===== config.mk =====
export PLATFORM = sky130hd
export DESIGN_NAME = acc_round_unit
export DESIGN_NICKNAME = d
export VERILOG_FILES = /design/src/rtl/acc_round_pkg.sv /design/src/rtl/arm_mode_delay.sv /design/src/rtl/arm_round_core.sv /design/src/rtl/arm_limiter.sv /design/src/rtl/acc_round_unit.sv
export SDC_FILE = /design/constraint.sdc
export NUM_CORES = 1
export LEC_CHECK = 0
export BUFFER_PORTS_ARGS = -buffer_cell sky130_fd_sc_hd__buf_2
export CORE_MARGIN = 8
export CORE_UTILIZATION = 49
export DETAILED_ROUTE_END_ITERATION = 12
export GPL_TIMING_DRIVEN = 0
export PLACE_DENSITY = 0.78
export SETUP_SLACK_MARGIN = 0.02
export SYNTH_ARGS = -nofsm -noshare
export SYNTH_HDL_FRONTEND = slang
export SYNTH_HIERARCHICAL = 1
export SYNTH_SLANG_ARGS = --single-unit

===== constraint.sdc =====
create_clock -name clk -period 3.5 [get_ports clk]
set_input_delay 0.525 -clock clk [delete_from_list [all_inputs] [get_ports clk]]
set_output_delay 0.525 -clock clk [all_outputs]
set_load 0.02 [all_outputs]

===== src/rtl/acc_round_pkg.sv =====
package acc_round_pkg;

    typedef enum logic {
        RND_CONV = 1'b0,
        RND_TWOS = 1'b1
    } rnd_mode_e;

endpackage


===== src/rtl/arm_mode_delay.sv =====
module arm_mode_delay #(
    parameter int DEPTH = 2
) (
    input  logic                     clk,
    input  logic                     rst_n,
    input  logic                     wr_en,
    input  acc_round_pkg::rnd_mode_e wr_mode,
    input  logic                     step,
    output acc_round_pkg::rnd_mode_e mode_act
);
    import acc_round_pkg::*;

    typedef struct packed {
        rnd_mode_e              req;
        logic [DEPTH-1:0]       pipe;
    } dly_s;

    dly_s st_d, st_q;
    rnd_mode_e req_now;

    always_comb begin
        st_d    = st_q;
        req_now = wr_en ? wr_mode : st_q.req;
        st_d.req = req_now;
        if (step) begin
            st_d.pipe[0] = req_now;
            for (int i = 1; i < DEPTH; i++) begin
                st_d.pipe[i] = st_q.pipe[i-1];
            end
        end
    end

    always_ff @(posedge clk or negedge rst_n) begin
        if (!rst_n) begin
            st_q.req  <= RND_CONV;
            st_q.pipe <= '0;
        end else begin
            st_q <= st_d;
        end
    end

    assign mode_act = rnd_mode_e'(st_q.pipe[DEPTH-1]);

endmodule


===== src/rtl/arm_round_core.sv =====
module arm_round_core #(
    parameter int ACC_W  = 36,
    parameter int FRAC_W = 16,
    localparam int HI_W  = ACC_W - FRAC_W
) (
    input  logic [ACC_W-1:0]         acc,
    input  acc_round_pkg::rnd_mode_e mode,
    output logic [HI_W-1:0]          hi_rnd
);
    import acc_round_pkg::*;

    localparam logic [FRAC_W-1:0] HALF = {1'b1, {(FRAC_W-1){1'b0}}};

    logic [FRAC_W-1:0] frac;
    logic [HI_W-1:0]   kept;
    logic              above, at_half, bump;

    always_comb begin
        frac    = acc[FRAC_W-1:0];
        kept    = acc[ACC_W-1:FRAC_W];
        above   = frac > HALF;
        at_half = frac == HALF;
        bump    = above | (at_half & ((mode == RND_TWOS) | kept[0]));
        hi_rnd  = kept + HI_W'(bump);
    end

endmodule


===== src/rtl/arm_limiter.sv =====
module arm_limiter #(
    parameter int HI_W   = 20,
    parameter int WORD_W = 16
) (
    input  logic [HI_W-1:0]   hi,
    input  logic              en,
    output logic [WORD_W-1:0] word,
    output logic              sat
);
    localparam logic [WORD_W-1:0] POS_MAX = {1'b0, {(WORD_W-1){1'b1}}};
    localparam logic [WORD_W-1:0] NEG_MIN = {1'b1, {(WORD_W-1){1'b0}}};

    logic [HI_W-WORD_W:0] top_bits;
    logic                 fits;

    always_comb begin
        top_bits = hi[HI_W-1:WORD_W-1];
        fits     = (&top_bits) | ~(|top_bits);
        sat      = en & ~fits;
        if (sat) begin
            word = hi[HI_W-1] ? NEG_MIN : POS_MAX;
        end else begin
            word = hi[WORD_W-1:0];
        end
    end

endmodule


===== src/rtl/acc_round_unit.sv =====
module acc_round_unit #(
    parameter int ACC_W     = 36,
    parameter int FRAC_W    = 16,
    parameter int WORD_W    = 16,
    parameter int MODE_DLY  = 2
) (
    input  logic              clk,
    input  logic              rst_n,
    input  logic              in_valid,
    input  logic [ACC_W-1:0]  in_acc,
    input  logic              limit_en,
    input  logic              mode_wr_en,
    input  logic              mode_wr_val,
    input  logic              instr_step,
    output logic              out_valid,
    output logic [ACC_W-1:0]  out_acc,
    output logic [WORD_W-1:0] out_word,
    output logic              out_sat
);
    import acc_round_pkg::*;

    localparam int HI_W = ACC_W - FRAC_W;

    typedef struct packed {
        logic              vld;
        logic [ACC_W-1:0]  acc;
        logic [WORD_W-1:0] word;
        logic              sat;
    } res_s;

    rnd_mode_e         mode_act;
    logic [HI_W-1:0]   hi_rnd;
    logic [WORD_W-1:0] word_c;
    logic              sat_c;
    res_s              res_d, res_q;

    arm_mode_delay #(.DEPTH(MODE_DLY)) u_mode (
        .clk      (clk),
        .rst_n    (rst_n),
        .wr_en    (mode_wr_en),
        .wr_mode  (rnd_mode_e'(mode_wr_val)),
        .step     (instr_step),
        .mode_act (mode_act)
    );

    arm_round_core #(.ACC_W(ACC_W), .FRAC_W(FRAC_W)) u_core (
        .acc    (in_acc),
        .mode   (mode_act),
        .hi_rnd (hi_rnd)
    );

    arm_limiter #(.HI_W(HI_W), .WORD_W(WORD_W)) u_lim (
        .hi   (hi_rnd),
        .en   (limit_en),
        .word (word_c),
        .sat  (sat_c)
    );

    always_comb begin
        res_d     = res_q;
        res_d.vld = in_valid;
        res_d.sat = in_valid & sat_c;
        if (in_valid) begin
            res_d.acc  = {hi_rnd, {FRAC_W{1'b0}}};
            res_d.word = word_c;
        end
    end

    always_ff @(posedge clk or negedge rst_n) begin
        if (!rst_n) begin
            res_q <= '0;
        end else begin
            res_q <= res_d;
        end
    end

    assign out_valid = res_q.vld;
    assign out_acc   = res_q.acc;
    assign out_word  = res_q.word;
    assign out_sat   = res_q.sat;

endmodule


; Word-level counts from Yosys, hierarchy flattened
; Index checks and enable logic that the tools add are counted.
[op_classes]
bitwise_logic = 8
addsub = 1
n_eq_ne = 1
n_lt_le_gt_ge = 1
n_reduce_logical = 2
muxes = 3
[ops]
columns = cell, count
row1 = $mux W16, 2
row2 = $add A20 B1 Y20, 1
row3 = $eq A16 B16 Y1 const B, 1
row4 = $gt A16 B16 Y1 const B, 1
row5 = $reduce_and A5 Y1, 1
row6 = $reduce_or A5 Y1, 1
row7 = $and A1 B1 Y1, 3
row8 = $or A1 B1 Y1, 3
row9 = $not A1 Y1, 2
row10 = $mux W1, 1
[totals]
out_inout_bits = 54
register_bits = 41

; Depth between registers and ports, before layout
[depth]
ltp_word = 10
ltp_mapped = 15

; Hierarchy
; Netlist, hierarchy kept.
[by_module_without_submodules]
columns = module, seq_area_each_um2, cells_per_inst, n_inst, area_each_um2
row1 = acc_round_unit, 950.9, 96, 1, 1666.6
row2 = arm_round_core, 0.0, 58, 1, 422.9
row3 = arm_limiter, 0.0, 25, 1, 196.4
row4 = arm_mode_delay, 75.1, 6, 1, 116.4

; Worst setup path before layout
; No wires, ideal clock.
[synth_timing]
kind = input to register
startpoint = in in_acc[9]
endpoint = reg res_q (netlist bit out_word[10])
path_buffers = 2
required_time_ns = 3.375
path_stages = 15
setup_slack_ns = 0.040
arrival_ns = 3.334
setup_time_ns = 0.125
path_cell_list = nor4_1 -> nand4_1 -> o41a_1 -> ha_1 -> ha_1 -> nand2_1 -> nor3_4 -> nand3_1 -> xnor2_1 -> or4_1 -> and3b_1 -> buf_6 -> buf_6 -> o21a_1 -> mux2_4
[synth_via]
elab_chain_len = 10
[synth_rtl]
columns = element, line_no
row1 = "start, declared", acc_round_unit.sv:10  ; input logic [ACC_W-1:0] in_acc,
row2 = branches (longest 2 deep; another with $gt A16 B16 Y1), --
row3 = $or A1 B1 Y1 *, arm_round_core.sv:23  ; bump = above | (at_half & ((mode == RND_TWOS) | kept[0]));
row4 = $add A20 B1 Y20 *, arm_round_core.sv:24  ; hi_rnd = kept + HI_W'(bump);
row5 = named net hi_rnd[16], acc_round_unit.sv:32  ; logic [HI_W-1:0] hi_rnd;
row6 = $reduce_or A5 Y1, arm_limiter.sv:18  ; fits = (&top_bits) | ~(|top_bits);
row7 = $not A1 Y1, arm_limiter.sv:18
row8 = $or A1 B1 Y1 *, arm_limiter.sv:18
row9 = $not A1 Y1 *, arm_limiter.sv:19  ; sat = en & ~fits;
row10 = $and A1 B1 Y1 *, arm_limiter.sv:19
row11 = $mux W16 *, arm_limiter.sv:20  ; if (sat) begin
row12 = named net word_c[10], acc_round_unit.sv:33  ; logic [WORD_W-1:0] word_c;
row13 = "end signal, assigned", acc_round_unit.sv:73  ; res_q <= res_d;
row14 = "end, declared", acc_round_unit.sv:35  ; res_s res_d, res_q;
; Mark *: on every way through the listed nets, which the timed path passes.
; A chain may end at the register's enable or synchronous reset.

; Final worst setup path
[layout_timing]
startpoint = in in_acc[9]
endpoint = reg res_q (netlist bit out_word[6])
; Same word-level chain as after synthesis.

==> flow_summary.rst <==
.. list-table::
   :header-rows: 1

   * - Metric
     - Value
   * - Max Clock Freq
     - slightly below 300 MHz
   * - Gate count of the mapped netlist
     - approximately 190
   * - Starting DRC count in detailed routing
     - between 40 and 50
   * - Run status
     - finished clean
   * - Netlist area before placement
     - between 2000 and 2500 um2
   * - Pin count of the biggest net entering global routing
     - 42
   * - Number of optimization iterations in the first detailed-route pass
     - 4
   * - Leakage power of the design
     - 1.58 nW
   * - Transition time at the pin with the least slew margin
     - 878 ps
   * - Commonest register cell after synthesis
     - dfrtp_1
   * - Worst hold slack
     - 349 ps
   * - Share of async-settable or async-resettable flops after synthesis
     - 1.00
   * - Area occupied by registers
     - roughly 1000 um2
   * - Fraction of power consumed by the clock network
     - 0.325
   * - Met2 WL
     - about 2.9 mm
   * - Kind of cell with the highest combined delay on the critical path
     - simple AND/OR/NAND/NOR gates
   * - RePlAce Congestion
     - approximately 0.80
   * - Fin. Hold Viols
     - 0
   * - I/O pins
     - 97
   * - Worst endpoint data arrival time
     - roughly 3600 ps
   * - Remaining design rule violation count
     - 0
   * - Met1 Wirelength
     - 2.32 mm
   * - Count of nets left with antenna violations after detail routing
     - 0
   * - Instance count after placement with tap cells included
     - 347
   * - Layout-stage area growth over the synthesis result
     - 31.7%
   * - List of cells traversed by the critical path
     - buf_2 -> nor4_1 -> nand4_1 -> o41a_1 -> ha_4 -> ha_4 -> nand2_4 -> nor3_4 -> nand2_1 -> xnor2_1 -> or4_4 -> and3b_1 -> buf_6 -> buf_6 -> o21a_1 -> mux2_4
   * - Clock sinks
     - 41
   * - Cell type of the slowest stage on the worst timing path
     - or4_4
   * - Headroom to the max-slew limit
     - 0.414
   * - Routed WL per cell
     - 15.9 um
   * - Met3 layer wire length in the routed design
     - between 300 and 400 um
   * - Number of setup violations in the final report
     - 0
   * - Yosys reg bits
     - 41
   * - Clock Root Buffer
     - clkbuf_8
   * - Wire length after detailed routing
     - between 5 and 6 mm
   * - Area taken by multi-input logic gates
     - 1290 um2
   * - Total overflow reported by the global router
     - 0
   * - CTS hold repair buffers
     - 0
   * - Core Box Area
     - 4720 um2
   * - Count of maximum capacitance violations
     - 0
   * - Horizontal extent of the die
     - 86.0 um
   * - Antenna violations before repair
     - 0
   * - Starting density of the core
     - 0.509
   * - Via count of the first global-routing pass
     - about 1800
   * - CP Class
     - in -> reg
   * - Share of layout cells above drive strength 1
     - 0.578
   * - Worst EP required
     - 3680 ps
   * - Fraction of the yosys area taken by sequential cells
     - 0.427
   * - Peak fanout along the critical path
     - 10
   * - Power per cell area
     - between 400 and 500 nW/um2
   * - Height of the die
     - about 86 um
   * - Critical path's largest stage delay
     - approximately 510 ps
   * - EDFF count, synth
     - 0
   * - Internal power
     - slightly below 1 mW
   * - Core Rows
     - 25
   * - Endpoint class of the critical path
     - flop
   * - Fill cell instance count of the final layout
     - approximately 380
   * - Clk buf depth
     - 2
   * - Classification of the worst-slack hold path
     - in -> async
   * - Overall die area
     - 7400 um2
   * - Maximum level of the CTS H-tree
     - 2
   * - Final-report max-slew violation count
     - 0
   * - Count of different cell masters after synthesis
     - 31
   * - Clock-pin slew reported for the worst setup and hold paths after clock tree synthesis
     - around 70 ps
   * - Clock tree from TritonCTS
     - done
   * - Clock Skew
     - ~7.4 ps
   * - Sequential share of power
     - 0.407
   * - Routed via count
     - 1694
   * - Peak VDD IR
     - roughly 0.22 mV
   * - Average footprint of a synthesized cell
     - about 13 um2
   * - Buffers added on ports
     - 80
   * - Vias/cell
     - between 4 and 5
   * - Nets
     - about 330
   * - Number of buffers and inverters on the critical path
     - 3
   * - Clk Latency, worst-skew pair
     - about 300 ps
   * - Tcrit/Tclk final
     - 0.976
   * - Logic pwr share
     - 0.268
   * - First-pass GRT wire length
     - slightly below 9 mm
   * - Hpwl dp
     - approximately 4.4 mm
   * - Number of synthesis warnings
     - 6
   * - # diodes
     - 0
   * - Post-layout instance count excluding filler cells
     - 356
   * - Switching part of the total
     - 0.281
   * - Num CTS Buffers
     - 5
   * - GRT Util Overall
     - 0.149
   * - Clock period minus final worst setup slack
     - about 3400 ps
   * - Setup crit start kind
     - primary input
   * - Top routing layer in use
     - met4
   * - Psw
     - 386 uW
-- metal layers --
metal | up-vias | track usage
met5 | - | 0
met4 | 0 | 0.0541
met3 | 7 | 0.0544
met2 | 53 | 0.245
met1 | 805 | 0.174
li1 | 829 | -
-- repair_timing --
item | in CTS | in global routing
pin swaps | 0 | 7
resized for setup | 2 | 14
endpoints found under the setup margin | 10 | 11
setup buffers | 0 | 1
-- Yosys cell counts (all sizes together), types with 2 or more instances --
cell type / instances / share of area
xnor2: 14 / 0.051
buf: 22 / 0.089
nor3: 3 / 0.013
dfrtp: 41 / 0.43
and3: 2 / 0.0052
ha: 3 / 0.016
nand2: 9 / 0.014
nor2: 4 / 0.0062
mux2: 40 / 0.24
nand3: 9 / 0.026
o21a: 15 / 0.047
nand4: 3 / 0.0078
nor4: 4 / 0.010
xor2: 4 / 0.015
and4: 3 / 0.011
-- flip-flops by register name, indices dropped and copies added (netlist names) --
signal / flops
out_acc: 20
out_word: 16
u_mode/st_q: 2
out_sat: 1
out_valid: 1
u_mode/mode_act: 1
-- power groups by stage --
stage | Sequential (mW) | Clock [mW] | Combinational (mW)
after global routing | 0.567 | 0.474 | 0.395
after CTS | 0.561 | 0.460 | 0.365
after detailed placement | 0.570 | 0 | 0.363
after floorplan | 0.634 | 0 | 0.172
after global placement | 0.566 | 0 | 0.357
final | 0.560 | 0.447 | 0.369
-- per-stage QoR --
stage / area (um2) / util / TNS (ps) / total power [mW] / setup WS, ps
2_1_floorplan: 2460 / - / 0 / 0.807 / 40.4
3_3_place_gp: 2940 / 0.623 / -3480 / 0.923 / -284
3_5_place_dp: 2940 / 0.623 / -4090 / 0.933 / -331
4_1_cts: 3090 / 0.653 / 0 / 1.39 / 33.8
5_1_grt: 3160 / 0.670 / -25.0 / 1.44 / -13.6
6_report: 3160 / 0.670 / 0 / 1.38 / 83.1
-- worst register-to-register path, stage by stage (launching register included) --
cell	delay (ps)
dfrtp_1	360
o41a_1	220
ha_4	180
ha_4	150
nand2_4	60
nor3_4	220
nand3_2	130
xnor2_2	170
or4_4	540
and3b_1	190
buf_6	130
buf_6	140
o21a_1	180
mux2_4	260
-- logic make-up after synthesis --
kind of cell / after synthesis / share of synthesized area
AO/OA/AOI/OAI: 17 / 0.0557
XOR/XNOR: 18 / 0.0656
adder cells (fa/ha/maj): 3 / 0.0156
buffers and inverters: 24 / 0.0922
flip-flops: 41 / 0.427
multiplexers: 40 / 0.236
other: 1 / 0.00156
AND/OR/NAND/NOR: 41 / 0.106
-- final timing paths --
path	cells after the start	end	startpoint	slack, ps
hold / removal	1	out_word[7]	rst_n	350
setup reg to reg	13	out_word[6]	u_mode/mode_act	460
hold reg to reg	1	u_mode/st_q[2]	u_mode/st_q[2]	500
min in group clk	1	out_valid	in_valid	350
setup / recovery	16	out_word[6]	in_acc[9]	80
max in group asynchronous	1	out_acc[16]	rst_n	2600
-- cell usage in the layout (no fill, tap or decap), types with 2 or more instances in the layout --
cell	instances
nor2_1	4
bufinv_16	2
buf_6	3
xnor2_2	2
mux2_4	31
nand2_1	8
buf_12	3
and3_1	2
xor2_1	4
mux2_2	9
nor4_1	2
clkbuf_8	5
xnor2_1	12
buf_2	80
nand4_1	3
nand3_1	4
conb_1	16
dfrtp_1	41
buf_4	17
o21a_1	15
and4_1	3
nand3_2	4
nor4_2	2
ha_4	2
-- cell type report --
| cell class | count | share of cell area |
|---|---|---|
| clock inverters | 3 | 0.0206 |
| plain buffers | 23 | 0.0692 |
| well taps | 67 | 0.0265 |
| inverters | 1 | 0.00119 |
| repair buffers | 81 | 0.129 |
| multi-input cells | 135 | 0.408 |
| flip-flops and latches | 41 | 0.324 |
| clock buffers | 5 | 0.0217 |
Note: power is estimated with default switching activity, not from simulation.
